File: config.mk
export PLATFORM = sky130hd
export DESIGN_NAME = layer_blend_stage
export DESIGN_NICKNAME = d
export VERILOG_FILES = /design/src/rtl/blend_mix_pkg.sv /design/src/rtl/mix_window.sv /design/src/rtl/mix_alpha_sel.sv /design/src/rtl/mix_plane_blend.sv /design/src/rtl/layer_blend_stage.sv
export SDC_FILE = /design/constraint.sdc
export NUM_CORES = 1
export LEC_CHECK = 0
export BUFFER_PORTS_ARGS = -buffer_cell sky130_fd_sc_hd__buf_2
export CORE_ASPECT_RATIO = 2
export CORE_MARGIN = 10
export CORE_UTILIZATION = 34
export CTS_CLUSTER_DIAMETER = 120
export DETAILED_ROUTE_END_ITERATION = 16
export SETUP_SLACK_MARGIN = 0.1
export SLEW_MARGIN = 20
export SYNTH_ARGS = -nofsm -noshare
export SYNTH_HDL_FRONTEND = slang
export SYNTH_SLANG_ARGS = --single-unit
File: constraint.sdc
create_clock -name clk_i -period 8.1 [get_ports clk_i]
set_input_delay 1.62 -clock clk_i [delete_from_list [all_inputs] [get_ports clk_i]]
set_output_delay 1.62 -clock clk_i [all_outputs]
set_load 0.05 [all_outputs]
File: src/rtl/blend_mix_pkg.sv
package blend_mix_pkg;
  typedef enum logic [1:0] {
    BM_OFF    = 2'b00,
    BM_OPAQUE = 2'b01,
    BM_CONST  = 2'b10,
    BM_PIXEL  = 2'b11
  } blend_mode_e;
endpackage

File: src/rtl/mix_window.sv
module mix_window #(
  parameter int COORD_W = 12
) (
  input  logic [COORD_W-1:0] x_i,
  input  logic [COORD_W-1:0] y_i,
  input  logic [COORD_W-1:0] ov_x_i,
  input  logic [COORD_W-1:0] ov_y_i,
  input  logic [COORD_W-1:0] ov_w_i,
  input  logic [COORD_W-1:0] ov_h_i,
  input  logic [COORD_W-1:0] frame_w_i,
  output logic               hit_o,
  output logic               overflow_o
);
  logic [COORD_W:0] x_end, y_end;
  logic             in_x, in_y;

  always_comb begin
    x_end      = {1'b0, ov_x_i} + {1'b0, ov_w_i};
    y_end      = {1'b0, ov_y_i} + {1'b0, ov_h_i};
    in_x       = (x_i >= ov_x_i) && ({1'b0, x_i} < x_end);
    in_y       = (y_i >= ov_y_i) && ({1'b0, y_i} < y_end);
    hit_o      = in_x && in_y;
    overflow_o = x_end > {1'b0, frame_w_i};
  end
endmodule

File: src/rtl/mix_alpha_sel.sv
module mix_alpha_sel
  import blend_mix_pkg::*;
#(
  parameter int ALPHA_W = 8
) (
  input  blend_mode_e        mode_i,
  input  logic               valid_i,
  input  logic               hit_i,
  input  logic               overflow_i,
  input  logic [ALPHA_W-1:0] static_alpha_i,
  input  logic [ALPHA_W-1:0] pix_alpha_i,
  output logic [ALPHA_W:0]   weight_o,
  output logic               take_o
);
  localparam logic [ALPHA_W:0] FULL = {1'b1, {ALPHA_W{1'b0}}};

  // map 0..2^N-1 onto 0..2^N so that full scale is exact
  function automatic logic [ALPHA_W:0] expand(input logic [ALPHA_W-1:0] a);
    return {1'b0, a} + {{ALPHA_W{1'b0}}, a[ALPHA_W-1]};
  endfunction

  always_comb begin
    take_o   = valid_i && hit_i && (mode_i != BM_OFF);
    weight_o = '0;
    if (take_o && !overflow_i) begin
      unique case (mode_i)
        BM_OPAQUE: weight_o = FULL;
        BM_CONST:  weight_o = expand(static_alpha_i);
        BM_PIXEL:  weight_o = expand(pix_alpha_i);
        default:   weight_o = '0;
      endcase
    end
  end
endmodule

File: src/rtl/mix_plane_blend.sv
module mix_plane_blend #(
  parameter int PIX_W   = 8,
  parameter int ALPHA_W = 8
) (
  input  logic               clk_i,
  input  logic               rst_ni,
  input  logic [ALPHA_W:0]   w_i,
  input  logic [PIX_W-1:0]   fg_i,
  input  logic [PIX_W-1:0]   bg_i,
  output logic [PIX_W-1:0]   pix_o
);
  localparam int               SW   = PIX_W + ALPHA_W + 2;
  localparam logic [ALPHA_W:0] FULL = {1'b1, {ALPHA_W{1'b0}}};
  localparam logic [SW-1:0]    HALF = SW'(1) << (ALPHA_W - 1);
  localparam logic [PIX_W-1:0] MAXP = {PIX_W{1'b1}};

  logic [SW-1:0]    sum_d, sum_q, shifted;
  logic [PIX_W-1:0] pix_d;

  always_comb begin
    sum_d   = SW'(w_i) * SW'(fg_i) + SW'(FULL - w_i) * SW'(bg_i) + HALF;
    shifted = sum_q >> ALPHA_W;
    pix_d   = (shifted > SW'(MAXP)) ? MAXP : shifted[PIX_W-1:0];
  end

  always_ff @(posedge clk_i or negedge rst_ni) begin
    if (!rst_ni) begin
      sum_q <= '0;
      pix_o <= '0;
    end else begin
      sum_q <= sum_d;
      pix_o <= pix_d;
    end
  end

  AST_ZERO_ALPHA_BG: assert property (@(posedge clk_i) disable iff (!rst_ni)
    (w_i == '0) |-> ##2 (pix_o == $past(bg_i, 2)));
  AST_FULL_ALPHA_FG: assert property (@(posedge clk_i) disable iff (!rst_ni)
    (w_i == FULL) |-> ##2 (pix_o == $past(fg_i, 2)));
endmodule

File: src/rtl/layer_blend_stage.sv
module layer_blend_stage
  import blend_mix_pkg::*;
#(
  parameter int PIX_W   = 8,
  parameter int PLANES  = 3,
  parameter int ALPHA_W = 8,
  parameter int COORD_W = 12
) (
  input  logic                         clk_i,
  input  logic                         rst_ni,
  input  logic [COORD_W-1:0]           frame_w_i,
  input  logic [1:0]                   mode_i,
  input  logic [ALPHA_W-1:0]           static_alpha_i,
  input  logic [COORD_W-1:0]           ov_x_i,
  input  logic [COORD_W-1:0]           ov_y_i,
  input  logic [COORD_W-1:0]           ov_w_i,
  input  logic [COORD_W-1:0]           ov_h_i,
  input  logic                         bg_valid_i,
  input  logic [COORD_W-1:0]           bg_x_i,
  input  logic [COORD_W-1:0]           bg_y_i,
  input  logic [PLANES*PIX_W-1:0]      bg_pix_i,
  input  logic [(PLANES+1)*PIX_W-1:0]  ov_pix_i,
  output logic                         ov_take_o,
  output logic                         valid_o,
  output logic [COORD_W-1:0]           x_o,
  output logic [COORD_W-1:0]           y_o,
  output logic [PLANES*PIX_W-1:0]      pix_o,
  output logic                         err_o
);
  localparam int CW = PLANES * PIX_W;
  localparam int OW = (PLANES + 1) * PIX_W;

  blend_mode_e mode;
  logic        hit, ovf, err_d;
  logic [ALPHA_W:0] weight;

  assign mode  = blend_mode_e'(mode_i);
  assign err_d = bg_valid_i && (mode != BM_OFF) && ovf;

  mix_window #(.COORD_W(COORD_W)) u_win (
    .x_i        (bg_x_i),
    .y_i        (bg_y_i),
    .ov_x_i     (ov_x_i),
    .ov_y_i     (ov_y_i),
    .ov_w_i     (ov_w_i),
    .ov_h_i     (ov_h_i),
    .frame_w_i  (frame_w_i),
    .hit_o      (hit),
    .overflow_o (ovf)
  );

  mix_alpha_sel #(.ALPHA_W(ALPHA_W)) u_alpha (
    .mode_i         (mode),
    .valid_i        (bg_valid_i),
    .hit_i          (hit),
    .overflow_i     (ovf),
    .static_alpha_i (static_alpha_i),
    .pix_alpha_i    (ov_pix_i[OW-1 -: ALPHA_W]),
    .weight_o       (weight),
    .take_o         (ov_take_o)
  );

  // stage 1: operands; stages 2-3 inside the plane blenders
  logic [ALPHA_W:0]     s1_w;
  logic [CW-1:0]        s1_fg, s1_bg;
  logic [2:0]           vld_q, err_q;
  logic [COORD_W-1:0]   xq [3];
  logic [COORD_W-1:0]   yq [3];

  always_ff @(posedge clk_i or negedge rst_ni) begin
    if (!rst_ni) begin
      s1_w  <= '0;
      s1_fg <= '0;
      s1_bg <= '0;
      vld_q <= '0;
      err_q <= '0;
      for (int i = 0; i < 3; i++) begin
        xq[i] <= '0;
        yq[i] <= '0;
      end
    end else begin
      s1_w  <= weight;
      s1_fg <= ov_pix_i[CW-1:0];
      s1_bg <= bg_pix_i;
      vld_q <= {vld_q[1:0], bg_valid_i};
      err_q <= {err_q[1:0], err_d};
      xq[0] <= bg_x_i;
      yq[0] <= bg_y_i;
      for (int i = 1; i < 3; i++) begin
        xq[i] <= xq[i-1];
        yq[i] <= yq[i-1];
      end
    end
  end

  for (genvar p = 0; p < PLANES; p++) begin : g_plane
    mix_plane_blend #(.PIX_W(PIX_W), .ALPHA_W(ALPHA_W)) u_blend (
      .clk_i  (clk_i),
      .rst_ni (rst_ni),
      .w_i    (s1_w),
      .fg_i   (s1_fg[p*PIX_W +: PIX_W]),
      .bg_i   (s1_bg[p*PIX_W +: PIX_W]),
      .pix_o  (pix_o[p*PIX_W +: PIX_W])
    );
  end

  assign valid_o = vld_q[2];
  assign err_o   = err_q[2];
  assign x_o     = xq[2];
  assign y_o     = yq[2];

  AST_OVF_NOT_DRAWN: assert property (@(posedge clk_i) disable iff (!rst_ni)
    (bg_valid_i && ovf) |=> (s1_w == '0));
  AST_OFF_NO_TAKE: assert property (@(posedge clk_i) disable iff (!rst_ni)
    (mode == BM_OFF) |-> !ov_take_o);
  AST_OUTSIDE_NO_TAKE: assert property (@(posedge clk_i) disable iff (!rst_ni)
    !hit |-> !ov_take_o);
  AST_VALID_LAT: assert property (@(posedge clk_i) disable iff (!rst_ni)
    valid_o |-> $past(bg_valid_i, 3));
endmodule

# Yosys cells after proc, flatten, opt, wreduce, memory -nomap -nowiden
# Cells that the tools add are included.
[totals]
memories = 0
mem_bits_rw = 0
mem_bits_ro = 0
ff_bits = 213
out_inout_bits = 51
latchBits = 0
[op_classes]
reduce_logical = 10
n_eq_ne = 3
n_lt_le_gt_ge = 8
n_mul = 6
mux = 5
bitwise_logic = 0
shift = 0
add_sub_neg = 11
n_div = 0
[op_table]
columns = ["cell", "n"]
rows = [
  ["$add A17 B18 Y18", 3],
  ["$add A18 B8 Y18 const B", 3],
  ["$mul A18 B8 Y18", 3],
  ["$mul A9 B8 Y17", 3],
  ["$gt A10 B8 Y1 const B", 3],
  ["$pmux W9 S3", 1],
  ["$add A12 B12 Y13", 2],
  ["$lt A12 B13 Y1", 2],
  ["$ge A12 B12 Y1", 2],
  ["$mux W8", 3],
  ["$add A8 B1 Y9", 2],
  ["$gt A13 B12 Y1", 1],
  ["$sub A9 B9 Y10 const A", 1],
  ["$mux W9", 1],
  ["$logic_and A1 B1 Y1", 8],
  ["$eq A2 B2 Y1 const B", 2],
  ["$eq A2 B1 Y1 const B", 1],
  ["$reduce_bool A2 Y1", 1],
  ["$logic_not A1 Y1", 1],
]

# Longest topological paths before layout
[depth]
word_depth = 8
mapped_depth = 29

# Modules after synthesis
# Synthesis repeated with hierarchy kept, for this count alone.
[hier_totals]
cells_unflattened = 2484
hier_area_um2 = 24536.0
[modules_own_cells]
columns = ["mod", "n_inst", "area_per_inst_um2", "cells_per_inst"]
rows = [
  ["mix_plane_blend (g_plane[2].u_blend)", 1, 6070.8, 651],
  ["mix_plane_blend (g_plane[0].u_blend)", 1, 6010.8, 641],
  ["mix_plane_blend (g_plane[1].u_blend)", 1, 5998.3, 643],
  ["layer_blend_stage", 1, 3568.4, 160],
  ["mix_window", 1, 2471.1, 326],
  ["mix_alpha_sel", 1, 416.6, 63],
]

# Least setup slack after synthesis
# No wires, ideal clock.
[synth_path]
path_kind = "reg-to-reg"
startpoint = "register s1_w[0]"
endpoint = "register g_plane[1].u_blend.sum_q[17]"
setup_slack_ps = 1281
arrival_time_ps = 6694
synth_period_minus_slack_ps = 6819
path_stages_with_launch = 27
n_path_buf = 3
path_cell_list = "dfrtp_1 clkbuf_1 clkbuf_1 inv_1 ha_1 inv_1 nor4_1 xor2_1 clkbuf_1 nand2_1 fa_1 inv_1 fa_1 fa_1 fa_1 fa_1 inv_1 fa_1 inv_1 ha_1 nand3_1 nor4b_1 o2111ai_1 a311oi_1 o21a_1 nor2_1 xnor2_1"
[synth_via]
elab_chain_cells = 4
[synth_rtl]
columns = ["item", "line_no", "source"]
rows = [
  ["start: declaration", "layer_blend_stage.sv:64", "logic [ALPHA_W:0] s1_w;"],
  ["start signal: assignment", "layer_blend_stage.sv:82", "s1_w <= weight;"],
  ["$sub A9 B9 Y10", "mix_plane_blend.sv:21", "sum_d = SW'(w_i) * SW'(fg_i) + SW'(FULL - w_i) * SW'(bg_i) + HALF;"],
  ["$mul A18 B8 Y18", "mix_plane_blend.sv:21", ""],
  ["$add A17 B18 Y18 (*)", "mix_plane_blend.sv:21", ""],
  ["$add A18 B8 Y18 (*)", "mix_plane_blend.sv:21", ""],
  ["named net g_plane[1].u_blend.sum_d[17]", "mix_plane_blend.sv:17", "logic [SW-1:0] sum_d, sum_q, shifted;"],
  ["end signal: assignment", "mix_plane_blend.sv:31", "sum_q <= sum_d;"],
  ["end: declaration", "mix_plane_blend.sv:17", ""],
]
# Mark *: on every way through the listed nets, which the timed path passes. The rest lies on a longest branch.

# Final worst setup path
[layout_path]
startpoint = "register s1_w[2]"
endpoint = "register g_plane[1].u_blend.sum_q[17]"
# Same word-level chain as after synthesis.

==> flow_metrics.env <==
export IMPL_post_drt_via_cell_ratio=4.654
export IMPL_period_needed_ns=7.370
export IMPL_cts_sinks=189
export IMPL_slew_headroom=0.4369
export IMPL_grt_max_degree=101
export IMPL_gp_congestion=0.8729
export IMPL_final_nets=3426
export IMPL_finalSetupTns_ns=0
export IMPL_path_cells="or4_4, or4_4, xor2_2, buf_4, nand2_1, fa_1, fa_1, fa_1, fa_1, fa_1, fa_1, inv_1, ha_1, nand3_1, nor4b_1, o2111ai_1, a311oi_1, o21a_1, nor2_1, xnor2_1"
export IMPL_core_rowCount=138
export IMPL_power_density_mw_per_mm2=110.9
export IMPL_cp_required_ns=8.45
export IMPL_cp_arrival_ns=7.72
export IMPL_synthToLayoutAreaGrowth_pct=10.30
export IMPL_cts_buffers=17
export IMPL_grt_use_total=0.1507
export IMPL_drt_first_iter_violations=467
export IMPL_endpoint_kind="register"
export IMPL_synth_net_count=3278
export IMPL_syn_area_mm2=0.02412
export IMPL_synth_top_area_share=0.3287
export IMPL_ys_flop_type="dfrtp_1"
export IMPL_dieArea_mm2=0.08263
export IMPL_synthCells=2444
export IMPL_layout_drive_gt1_share=0.1052
export IMPL_synthMuxAreaShare=0.0008301
export IMPL_fp_dieH_um=396.6
export IMPL_start_util=0.3415
export IMPL_cts_max_level=4
export IMPL_dr_pass1_iters=6
export IMPL_clock_root_buffer="clkbuf_16"
export IMPL_cp_start_kind="register"
export IMPL_fin_ws_ns=0.7297
export IMPL_critPathMaxFanout=13
export IMPL_core_area_mm2=0.07062
export IMPL_synth_area_per_cell_um2=9.867
export IMPL_slew_viol_final=0
export IMPL_timing_final_crit_share=0.9099
export IMPL_status="complete, no violations"
export IMPL_cts_resized_gates=0
export IMPL_ys_seq_area_frac=0.1961
export IMPL_synth_fa_ha_area_frac=0.4766
export IMPL_numPortBuffers=203
export IMPL_setup_viol=0
export IMPL_grt_overflow=0
export IMPL_max_stage_delay_ns=0.58
export IMPL_path_common_cell="fa_1"
export IMPL_clock_skew_ns=0.009956
export IMPL_synth_cell_types=53
export IMPL_tritoncts="built"
export IMPL_place_ws_ns=0.7408
export IMPL_synth_edf_count=0
export IMPL_synth_xor_area_frac=0.03513
export IMPL_ys_ff_latch=189
export IMPL_clkTransAtPathRegs_ns=0.07
export IMPL_multi_input_area_mm2=0.01682
export IMPL_ant_nets=0
export IMPL_maxCapViolations=0
export IMPL_async_flop_share=1.000
export IMPL_clockBufferDepth=2
export IMPL_cts_setup_buffers=0
export IMPL_path_class="register to register"
export IMPL_power_leakage_nw=14.32
export IMPL_ios=204
export IMPL_synth_area_leaders="fa_1 (33%), dfrtp_1 (20%), ha_1 (15%), inv_1 (8.8%), and2_1 (6.7%)"
export IMPL_rsz0062_at_grt="no"
export IMPL_seq_area_mm2=0.004730
export IMPL_fillCellCount=7060
export IMPL_peakVddDrop_mv=0.1771
export IMPL_fp_dieW_um=208.3
export IMPL_worst_path_buf_inv=2
export IMPL_hold_class="register to register"
export IMPL_hold_buffers=0
export IMPL_fmax_mhz=135.7
export IMPL_drt_wl_total_um=59440
export IMPL_synth_top_family_by_area="adder cells"
export IMPL_synth_warnings=0
export IMPL_grt_pass1_vias=18984
export IMPL_grt_pass1_wl_um=97470
export IMPL_fin_hold_ws_ns=0.3478
export IMPL_wl_per_cell_um=16.91
export IMPL_synth_top_cell_by_area="fa_1"
export IMPL_synth_simple_area_share=0.1417
export IMPL_hpwl_um=50220
export IMPL_via_count=16358
export IMPL_critical_path_slowest_cell="xor2_2"
export IMPL_clkLatencyLatePin_ns=0.49
export IMPL_route_detailed_drc=0
export IMPL_critPathTopFamily="adder cells"
export IMPL_worst_slew_pin_slew_ns=0.8405
export IMPL_synth_compound_area_frac=0.04125
export IMPL_antenna_found_initial=9
export IMPL_hold_viol_final=0
## cells in the mapped netlist (5+ instances only)
library cell	count
o21ai_0	33
a21o_1	23
dfrtp_1	189
and2_1	260
fa_1	396
nor2b_1	8
inv_1	565
nand2_1	224
and3_1	8
nor2_1	51
ha_1	285
buf_4	24
o21a_1	13
buf_1	10
nor4b_1	10
nand2b_1	12
o211ai_1	8
nand4_1	11
a21oi_1	54
nand3_1	15
clkbuf_1	60
nor3_1	14
xnor2_1	62
xor2_1	31
or3_1	29
a31oi_1	5
## path summary, 6_finish.rpt
path                                        start                                     end  cells past startpoint  slack, ns
worst max register to register  s1_w[2]$_DFF_PN0_  g_plane[1].u_blend.sum_q[17]$_DFF_PN0_                     20       0.73
max in group asynchronous                  rst_ni                     s1_bg[22]$_DFF_PN0_                      2       5.75
worst max-delay path            s1_w[2]$_DFF_PN0_  g_plane[1].u_blend.sum_q[17]$_DFF_PN0_                     20       0.73
worst min-delay path             xq[25]$_DFF_PN0_                        xq[13]$_DFF_PN0_                      0       0.35
min in group asynchronous                  rst_ni                      s1_fg[5]$_DFF_PN0_                      1       1.15
worst min register to register   xq[25]$_DFF_PN0_                        xq[13]$_DFF_PN0_                      0       0.35
## sequential cells by signal, summed over array words and instances, names as in the netlist, 9 cells and up
register and count:
g_plane.u_blend.pix_o 24, g_plane.u_blend.sum_q 30, s1_bg 24, s1_fg 24, s1_w 9, x_o 12, xq 24, y_o 12
yq 24
## cells in the final DEF, fill, tap and decap left out, types with 14 or more instances in the layout
cell type and instances:
xor2_1 29, ha_1 285, a21oi_1 54, nand2_1 224, and2_1 260, o21ai_0 33
nor2_1 51, a21o_1 23, buf_2 202, clkbuf_16 17, fa_1 396, nand3_1 15
xnor2_1 58, dfrtp_1 189, inv_1 565, buf_4 26, nor3_1 14, or3_1 29
## area by class of cell
| type | instances | share of cell area |
|---|---|---|
| Inverter | 565 | 0.07973 |
| Tap cell | 910 | 0.04281 |
| Multi-Input combinational cell | 1590 | 0.6323 |
| Timing Repair Buffer | 229 | 0.04591 |
| Clock inverter | 10 | 0.004422 |
| Clock buffer | 21 | 0.01693 |
| Antenna cell | 1 | 0.00009408 |
| Sequential cell | 189 | 0.1778 |
## metal layers
metal,global-route usage,wire length (um),vias up
met5,0,88,-
met4,0.07506,2522,16
met3,0.03875,3033,130
met2,0.2909,33440,344
met1,0.1426,20360,8253
li1,-,-,7615
## where the power goes
group	switching [mW]	internal (mW)	total [mW]
logic	0.616	0.368	0.984
registers	0.0690	1.05	1.12
clock network	0.385	0.459	0.844
total	1.07	1.88	2.95
## per-stage QoR
stage          power, mW  std cells  cell area (um^2)    util
3_5_place_dp       2.140       3483             26030  0.3686
5_1_grt            3.175       3514             26600  0.3766
6_report           2.951       3515             26600  0.3767
2_1_floorplan      1.821       2444             24120       -
3_3_place_gp       2.136       3483             26030  0.3686
4_1_cts            3.027       3514             26600  0.3766
## logic make-up (layout without fill, tap and decap cells)
family / after synthesis / in the layout
fa+ha+maj: 681 / 681
buf+inv: 665 / 825
simple gates: 654 / 654
flops: 189 / 189
compound gates: 158 / 158
xor+xnor: 95 / 95
mux: 2 / 2
other cells: 0 / 1
Note: power is estimated with default switching activity, not from simulation.
